<file path="src/rtl/wt8_pkg.sv">
package wt8_pkg;

  typedef enum logic [1:0] {
    MODE_NORMAL = 2'b00,
    MODE_PHASE  = 2'b01,
    MODE_CTC    = 2'b10,
    MODE_FAST   = 2'b11
  } wave_mode_e;

  localparam logic [1:0] ADDR_CTRL  = 2'd0;
  localparam logic [1:0] ADDR_COUNT = 2'd1;
  localparam logic [1:0] ADDR_CMP   = 2'd2;
  localparam logic [1:0] ADDR_FLAGS = 2'd3;

  // control byte field positions (decoded by software, so fixed)
  localparam int CTRL_FORCE_B = 7;
  localparam int CTRL_MODE0_B = 6;
  localparam int CTRL_COM_HI  = 5;
  localparam int CTRL_COM_LO  = 4;
  localparam int CTRL_MODE1_B = 3;
  localparam int CTRL_CS_HI   = 2;

  localparam int FLAG_CMP_B = 0;
  localparam int FLAG_OVF_B = 1;

  function automatic wave_mode_e mode_of(input logic [7:0] ctrl);
    return wave_mode_e'({ctrl[CTRL_MODE1_B], ctrl[CTRL_MODE0_B]});
  endfunction

  function automatic logic is_pwm(input wave_mode_e m);
    return (m == MODE_PHASE) || (m == MODE_FAST);
  endfunction

endpackage

</file>
<file path="src/rtl/wt8_prescale.sv">
module wt8_prescale #(
  parameter int PRE_W = 10
) (
  input  logic       clk,
  input  logic       rst,
  input  logic [2:0] clk_sel,
  output logic       tick
);
  localparam int DIV8_B    = 3;
  localparam int DIV64_B   = 6;
  localparam int DIV256_B  = 8;
  localparam int DIV1024_B = (PRE_W < 10) ? PRE_W : 10;

  logic [PRE_W-1:0] div_q;

  always_ff @(posedge clk) begin
    if (rst) div_q <= '0;
    else     div_q <= div_q + 1'b1;
  end

  always_comb begin
    case (clk_sel)
      3'b001:  tick = 1'b1;
      3'b010:  tick = &div_q[DIV8_B-1:0];
      3'b011:  tick = &div_q[DIV64_B-1:0];
      3'b100:  tick = &div_q[DIV256_B-1:0];
      3'b101:  tick = &div_q[DIV1024_B-1:0];
      default: tick = 1'b0;
    endcase
  end
endmodule

</file>
<file path="src/rtl/wt8_counter.sv">
module wt8_counter
  import wt8_pkg::*;
#(
  parameter int CNT_W = 8
) (
  input  logic             clk,
  input  logic             rst,
  input  logic             tick,
  input  wave_mode_e       mode,
  input  logic             cnt_we,
  input  logic             cmp_we,
  input  logic [CNT_W-1:0] wdata,
  output logic [CNT_W-1:0] cnt_q,
  output logic [CNT_W-1:0] cmp_buf_q,
  output logic [CNT_W-1:0] cmp_act_q,
  output logic             dir_up_q,
  output logic             match_evt,
  output logic             bottom_evt
);
  localparam logic [CNT_W-1:0] CNT_MAX = {CNT_W{1'b1}};
  localparam logic [CNT_W-1:0] CNT_ONE = {{(CNT_W-1){1'b0}}, 1'b1};

  logic             adv;
  logic [CNT_W-1:0] cnt_nxt;
  logic             dir_nxt;
  logic             top_load;
  logic             at_max;
  logic             at_zero;

  assign adv     = tick && !cnt_we;
  assign at_max  = (cnt_q == CNT_MAX);
  assign at_zero = (cnt_q == '0);

  always_comb begin
    cnt_nxt    = cnt_q + 1'b1;
    dir_nxt    = 1'b1;
    top_load   = 1'b0;
    bottom_evt = 1'b0;
    match_evt  = adv && (cnt_q == cmp_act_q);
    case (mode)
      MODE_NORMAL: begin
        bottom_evt = adv && at_max;
      end
      MODE_CTC: begin
        if (cnt_q == cmp_act_q) cnt_nxt = '0;
        bottom_evt = adv && at_max;
      end
      MODE_FAST: begin
        bottom_evt = adv && at_max;
        top_load   = adv && at_max;
      end
      default: begin
        if (dir_up_q) begin
          if (at_max) begin
            cnt_nxt  = CNT_MAX - 1'b1;
            dir_nxt  = 1'b0;
            top_load = adv;
          end
        end else begin
          if (at_zero) begin
            cnt_nxt    = CNT_ONE;
            dir_nxt    = 1'b1;
            bottom_evt = adv;
          end else begin
            cnt_nxt = cnt_q - 1'b1;
            dir_nxt = 1'b0;
          end
        end
      end
    endcase
  end

  always_ff @(posedge clk) begin
    if (rst) begin
      cnt_q    <= '0;
      dir_up_q <= 1'b1;
    end else begin
      if (cnt_we) begin
        cnt_q <= wdata;
      end else if (adv) begin
        cnt_q <= cnt_nxt;
        if (mode == MODE_PHASE) dir_up_q <= dir_nxt;
      end
      if (mode != MODE_PHASE) dir_up_q <= 1'b1;
    end
  end

  always_ff @(posedge clk) begin
    if (rst) begin
      cmp_buf_q <= '0;
      cmp_act_q <= '0;
    end else begin
      if (cmp_we) begin
        cmp_buf_q <= wdata;
        if (!is_pwm(mode)) cmp_act_q <= wdata;
      end else if (top_load || !is_pwm(mode)) begin
        cmp_act_q <= cmp_buf_q;
      end
    end
  end
endmodule

</file>
<file path="src/rtl/wt8_wavegen.sv">
module wt8_wavegen
  import wt8_pkg::*;
(
  input  logic       clk,
  input  logic       rst,
  input  wave_mode_e mode,
  input  logic [1:0] com,
  input  logic       match_evt,
  input  logic       bottom_evt,
  input  logic       count_up,
  input  logic       force_evt,
  output logic       wave_o
);
  logic oc_q;
  logic oc_nxt;

  always_comb begin
    oc_nxt = oc_q;
    case (mode)
      MODE_FAST: begin
        if (com[1]) begin
          if (bottom_evt)     oc_nxt = !com[0];
          else if (match_evt) oc_nxt = com[0];
        end
      end
      MODE_PHASE: begin
        if (com[1] && match_evt) oc_nxt = count_up ? com[0] : !com[0];
      end
      default: begin
        if (match_evt || force_evt) begin
          case (com)
            2'b01:   oc_nxt = !oc_q;
            2'b10:   oc_nxt = 1'b0;
            2'b11:   oc_nxt = 1'b1;
            default: oc_nxt = oc_q;
          endcase
        end
      end
    endcase
  end

  always_ff @(posedge clk) begin
    if (rst) begin
      oc_q   <= 1'b0;
      wave_o <= 1'b0;
    end else begin
      oc_q   <= oc_nxt;
      wave_o <= (com == 2'b00) ? 1'b0 : oc_nxt;
    end
  end
endmodule

</file>
<file path="src/rtl/wavetimer8.sv">
module wavetimer8
  import wt8_pkg::*;
#(
  parameter int DATA_W = 8,
  parameter int PRE_W  = 10
) (
  input  logic              clk,
  input  logic              rst,
  input  logic              bus_we,
  input  logic [1:0]        bus_addr,
  input  logic [DATA_W-1:0] bus_wdata,
  output logic [DATA_W-1:0] bus_rdata,
  output logic              wave_out,
  output logic              cmp_flag,
  output logic              ovf_flag
);
  logic [DATA_W-1:0] ctrl_q;
  logic [DATA_W-1:0] ctrl_eff;
  logic              ctrl_wr, cnt_wr, cmp_wr, flag_wr;
  wave_mode_e        mode_q, mode_eff, mode_wr;
  logic              force_evt;
  logic              tick;
  logic [DATA_W-1:0] cnt_q, cmp_buf_q, cmp_act_q;
  logic              dir_up;
  logic              match_evt, bottom_evt;

  assign ctrl_wr = bus_we && (bus_addr == ADDR_CTRL);
  assign cnt_wr  = bus_we && (bus_addr == ADDR_COUNT);
  assign cmp_wr  = bus_we && (bus_addr == ADDR_CMP);
  assign flag_wr = bus_we && (bus_addr == ADDR_FLAGS);

  assign mode_q    = mode_of(ctrl_q);
  assign mode_wr   = mode_of(bus_wdata);
  assign ctrl_eff  = ctrl_wr ? bus_wdata : ctrl_q;
  assign mode_eff  = ctrl_wr ? mode_wr : mode_q;
  assign force_evt = ctrl_wr && bus_wdata[CTRL_FORCE_B] && !is_pwm(mode_wr);

  always_ff @(posedge clk) begin
    if (rst)          ctrl_q <= '0;
    else if (ctrl_wr) ctrl_q <= {1'b0, bus_wdata[CTRL_FORCE_B-1:0]};
  end

  wt8_prescale #(.PRE_W(PRE_W)) u_pre (
    .clk     (clk),
    .rst     (rst),
    .clk_sel (ctrl_q[CTRL_CS_HI:0]),
    .tick    (tick)
  );

  wt8_counter #(.CNT_W(DATA_W)) u_cnt (
    .clk        (clk),
    .rst        (rst),
    .tick       (tick),
    .mode       (mode_q),
    .cnt_we     (cnt_wr),
    .cmp_we     (cmp_wr),
    .wdata      (bus_wdata),
    .cnt_q      (cnt_q),
    .cmp_buf_q  (cmp_buf_q),
    .cmp_act_q  (cmp_act_q),
    .dir_up_q   (dir_up),
    .match_evt  (match_evt),
    .bottom_evt (bottom_evt)
  );

  wt8_wavegen u_wave (
    .clk        (clk),
    .rst        (rst),
    .mode       (mode_eff),
    .com        (ctrl_eff[CTRL_COM_HI:CTRL_COM_LO]),
    .match_evt  (match_evt),
    .bottom_evt (bottom_evt),
    .count_up   (dir_up),
    .force_evt  (force_evt),
    .wave_o     (wave_out)
  );

  always_ff @(posedge clk) begin
    if (rst) begin
      cmp_flag <= 1'b0;
      ovf_flag <= 1'b0;
    end else begin
      if (match_evt)                             cmp_flag <= 1'b1;
      else if (flag_wr && bus_wdata[FLAG_CMP_B]) cmp_flag <= 1'b0;
      if (bottom_evt)                            ovf_flag <= 1'b1;
      else if (flag_wr && bus_wdata[FLAG_OVF_B]) ovf_flag <= 1'b0;
    end
  end

  always_ff @(posedge clk) begin
    if (rst) begin
      bus_rdata <= '0;
    end else begin
      case (bus_addr)
        ADDR_CTRL:  bus_rdata <= ctrl_q;
        ADDR_COUNT: bus_rdata <= cnt_q;
        ADDR_CMP:   bus_rdata <= cmp_buf_q;
        default:    bus_rdata <= {{(DATA_W-2){1'b0}}, ovf_flag, cmp_flag};
      endcase
    end
  end
endmodule

</file>
<file path="config.mk">
export PLATFORM = sky130hd
export DESIGN_NAME = wavetimer8
export DESIGN_NICKNAME = d
export VERILOG_FILES = /design/src/rtl/wt8_pkg.sv /design/src/rtl/wt8_prescale.sv /design/src/rtl/wt8_counter.sv /design/src/rtl/wt8_wavegen.sv /design/src/rtl/wavetimer8.sv
export SDC_FILE = /design/constraint.sdc
export NUM_CORES = 1
export LEC_CHECK = 0
export ABC_AREA = 1
export BUFFER_PORTS_ARGS = -buffer_cell sky130_fd_sc_hd__buf_2
export CAP_MARGIN = 20
export CORE_MARGIN = 2
export CORE_UTILIZATION = 50
export DETAILED_ROUTE_END_ITERATION = 8
export PLACE_DENSITY = 0.77
export SLEW_MARGIN = 20
export SYNTH_ARGS = -nofsm -noshare
export SYNTH_HDL_FRONTEND = slang
export SYNTH_SLANG_ARGS = --single-unit
export TNS_END_PERCENT = 5
</file>
<file path="constraint.sdc">
create_clock -name clk -period 1.8 [get_ports clk]
set_clock_uncertainty 0.15 [all_clocks]
set_input_delay 0.36 -clock clk [delete_from_list [all_inputs] [get_ports clk]]
set_output_delay 0.36 -clock clk [all_outputs]
set_load 0.02 [all_outputs]
</file>
==> key figures <==
GRT
  • Number of antenna violations at the first check in global routing: 0
  • Total Routing Usage GR: 27.4%
  • Via count of the first global-routing pass: 2963
  • Remaining Overflow, GRT: 0
  • Maximum number of pins on one net before global-route repair: 27
  • Wire length of the first global-routing pass: 14.0 mm

STA
  • Relative slew slack: 71.2%
  • Portion of the clock cycle consumed by the worst path in the final layout: 114%
  • Final-report max-slew violation count: 0
  • Worst Tran Pin Value: 0.427 ns
  • Post-route setup slack: -0.256 ns
  • Final period demand of the worst path: 2.06 ns
  • Timing-limited maximum frequency: slightly below 500 MHz
  • Number of hold violations in the final report: 0
  • Setup-failing EPs final: 19
  • Unrepaired setup endpoints after global routing: yes

Floorplanning
  • Cell row count: 28
  • Count of pins on the block boundary: 24
  • Placeable core area: 0.00589 mm^2
  • Die extent in y: 81.8 um
  • Initial core utilization: 51.4%
  • DIE WIDTH: 81.8 um
  • Area of the die: 0.00669 mm^2

Critical path
  • Cell type group with the largest total delay on the critical path: simple AND/OR/NAND/NOR gates
  • Type of destination of the critical path: register
  • Required arrival time at the worst endpoint: 1.89 ns
  • Slowest CP cell: sky130_fd_sc_hd__dfxtp_4
  • Critical path class: register to register
  • Slowest stage delay, CP: 0.39 ns
  • Cell with the most instances on the worst path: sky130_fd_sc_hd__nand2_2
  • Crit path DAT: 2.15 ns
  • Number of buffer and inverter instances along the worst setup path: 2
  • Critical path launch point type: register
  • Max FO, Critical Path: 9
  • Cell breakdown of the critical path: ha_4 > nand4_1 > nor2_1 > nand2_2 > nor2_4 > nand2_2 > o22ai_2 > and2_4 > buf_12 > buf_8 > o21ai_2 > a21oi_1

Logic synthesis
  • Synth unique cells: 35
  • Synthesized cell area: 0.00302 mm^2
  • Sequential fraction of the synthesis area: 35.7%
  • Yosys synthesis warning count: 0
  • Post-synthesis net count: ~470
  • Synthesized netlist cell count: 448
  • Number of register bits inferred by synthesis: 54
  • Post-Syn Area per Cell: 6.75 um^2

Finish
  • Diodes inserted: 0
  • Final non-filler cell total: 620
  • Most common cell after layout, fill and taps aside: sky130_fd_sc_hd__nand2_1
  • Total of fill cells in the finished design: 489
  • Fin nets: 564
  • Core occupancy in the finished layout: 68.5%
  • Highest-count cells in the layout ignoring fill and taps: sky130_fd_sc_hd__nand2_1 (105), sky130_fd_sc_hd__buf_4 (74), sky130_fd_sc_hd__inv_1 (56), sky130_fd_sc_hd__dfxtp_1 (50), sky130_fd_sc_hd__nor2_1 (43)
  • Proportion of layout cells with a drive suffix above 1: about 30%
  • Layout area overhead: 33.3%

Route
  • DR vias/cell: 5.31
  • Number of antenna-violating nets in the routed design: 0
  • Mean routed wirelength per cell: 14.5 um
  • Drt initial violations: 209
  • Post-detailed-route DRC marker count: 0
  • Detailed-router iteration count before antenna repair: 5
  • Via count: 3290
  • Routed Wire Length: approximately 9 mm

Power
  • Relative contribution of sequential cells to total power: 46.4%
  • Total net switching power: 0.000837 W
  • Leakage power total: 1.90 nW
  • Combinational share of power: a little under a quarter
  • Fraction of power spent switching nets: 30.0%
  • IR drop worst, VDD: between 0.5 and 0.6 mV
  • Clock power frac: 30.2%
  • Cell internal pwr: 0.00195 W
  • Tot Pwr: 0.00279 W
  • Total power divided by cell area: 691 mW/mm^2

Place
  • IO buf count: 23
  • HPWL after detailed placement: 6.80 mm
  • Placed cell count: 608
  • Routability congestion estimate from global placement: 0.966

Clocking
  • Number of buffers created by CTS: 5
  • Depth of the CTS H-tree: 2
  • Clock slew at the register clock pins of the worst setup and hold paths: 0.10 ns
  • Deepest clock path buffer count: 2
  • CTS tree: built
  • Total number of clock tree sinks: 54
  • Insertion delay to the later sink of the worst-skew pair: 0.31 ns
  • CTS Hold Buffers Added: 0
  • Clock root cell: sky130_fd_sc_hd__clkbuf_8

Run status
  • Violated checks: setup timing
  • Status: complete, but fails checks

Worst hold path
  • Hold Crit Class: input pin to register

Flow run
  • Max-cap check violation count: 0
==> state kept, by name, summed over array words and instances (netlist names) <==
name and cells:
bus_rdata 8, u_wave.oc_q 1, ovf_flag 1, u_cnt.cmp_act_q 8, u_wave.wave_o 1, u_cnt.cmp_buf_q 8
u_cnt.dir_up_q 1, cmp_flag 1, u_pre.div_q 10, ctrl_q 7, u_cnt.cnt_q 8
==> synthesized netlist by cell type, drive strengths merged <==
cell	number	area [um^2]
o21a	3	22.5
a31oi	8	50.1
o22ai	5	37.5
and2	1	6.26
o31ai	1	7.51
nor2	54	259
xor2	9	78.8
dfxtp	54	1080
ha	7	87.6
a21oi	25	125
nand2	112	423
inv	69	259
buf	9	68.8
o21ai	45	236
nand4	6	37.5
nand3	19	105
mux2i	1	10.0
clkbuf	4	15.0
o221ai	3	26.3
o221a	1	11.3
o211ai	5	37.5
a41oi	1	8.76
nor3	6	30.0
==> per-layer routing <==
metal | vias to the layer above | track usage, % | share of wire [%]
met5 | - | 0 | 0
met4 | 0 | 8.17 | 2.9
met3 | 23 | 3.74 | 6.4
met2 | 122 | 47.2 | 49
met1 | 1511 | 35.7 | 42
li1 | 1634 | - | -
==> worst min-delay path, delay by kind of cell <==
| kind | cells | cell delay (ns) |
|---|---|---|
| AO/OA/AOI/OAI | 1 | 0.07 |
| AND/OR/NAND/NOR | 1 | 0.07 |
| buffers and inverters | 1 | 0.13 |
==> logic make-up after synthesis <==
kind of cell    after synthesis  synth area share, %
flops                        54                 35.7
fa+ha+maj                     7                 2.90
buf+inv                      82                 11.3
xor+xnor                      9                 2.61
simple gates                198                 28.5
mux                           1                0.331
compound gates               97                 18.6
==> area by class of cell <==
type | instances | area, um^2 | area share [%]
clock inverters | 3 | 43.8 | 1.09
well taps | 75 | 93.8 | 2.33
clock buffers | 5 | 68.8 | 1.71
repair buffers | 102 | 748 | 18.6
inverters | 69 | 259 | 6.42
flip-flops and latches | 54 | 1090 | 27.1
multi-input cells | 312 | 1730 | 42.8
==> path summary, 6_finish.rpt <==
kind                               start                              end  slack, ns  cells after the start
max reg2reg  u_cnt.cnt_q[1]$_SDFFE_PP0P_  u_cnt.cmp_act_q[5]$_SDFFE_PP0P_      -0.26                     12
max          u_cnt.cnt_q[1]$_SDFFE_PP0P_  u_cnt.cmp_act_q[5]$_SDFFE_PP0P_      -0.26                     12
min                         bus_wdata[5]      u_cnt.cnt_q[5]$_SDFFE_PP0P_       0.22                      3
min reg2reg    u_pre.div_q[8]$_SDFF_PP0_        u_pre.div_q[8]$_SDFF_PP0_       0.34                      2
==> power groups by stage <==
stage | Clock, W | Sequential (W) | Combinational, W
after floorplan | 0 | 0.00132 | 0.000334
after global placement | 0 | 0.00132 | 0.000575
after detailed placement | 0 | 0.00132 | 0.000585
after CTS | 0.000847 | 0.00129 | 0.000609
after global routing | 0.000890 | 0.00130 | 0.000712
final | 0.000842 | 0.00129 | 0.000652
==> metrics by stage <==
stage,area [um^2],hold slack (ns),setup slack (ns),setup TNS (ns)
6_report,4030,0.216,-0.256,-2.96
5_1_grt,4030,0.214,-0.386,-5.16
4_1_cts,3930,0.207,-0.151,-1.57
3_5_place_dp,3770,0.325,-0.245,-2.46
3_3_place_gp,3770,0.318,-0.173,-2.12
2_1_floorplan,3060,0.270,-0.0827,-0.498
==> repair_timing <==
action,4_1_cts,5_1_grt
resized for setup,20,20
setup endpoints to repair,19,19
setup buffers,0,4
pin swaps,4,7
(Power assumes the default switching activity.)
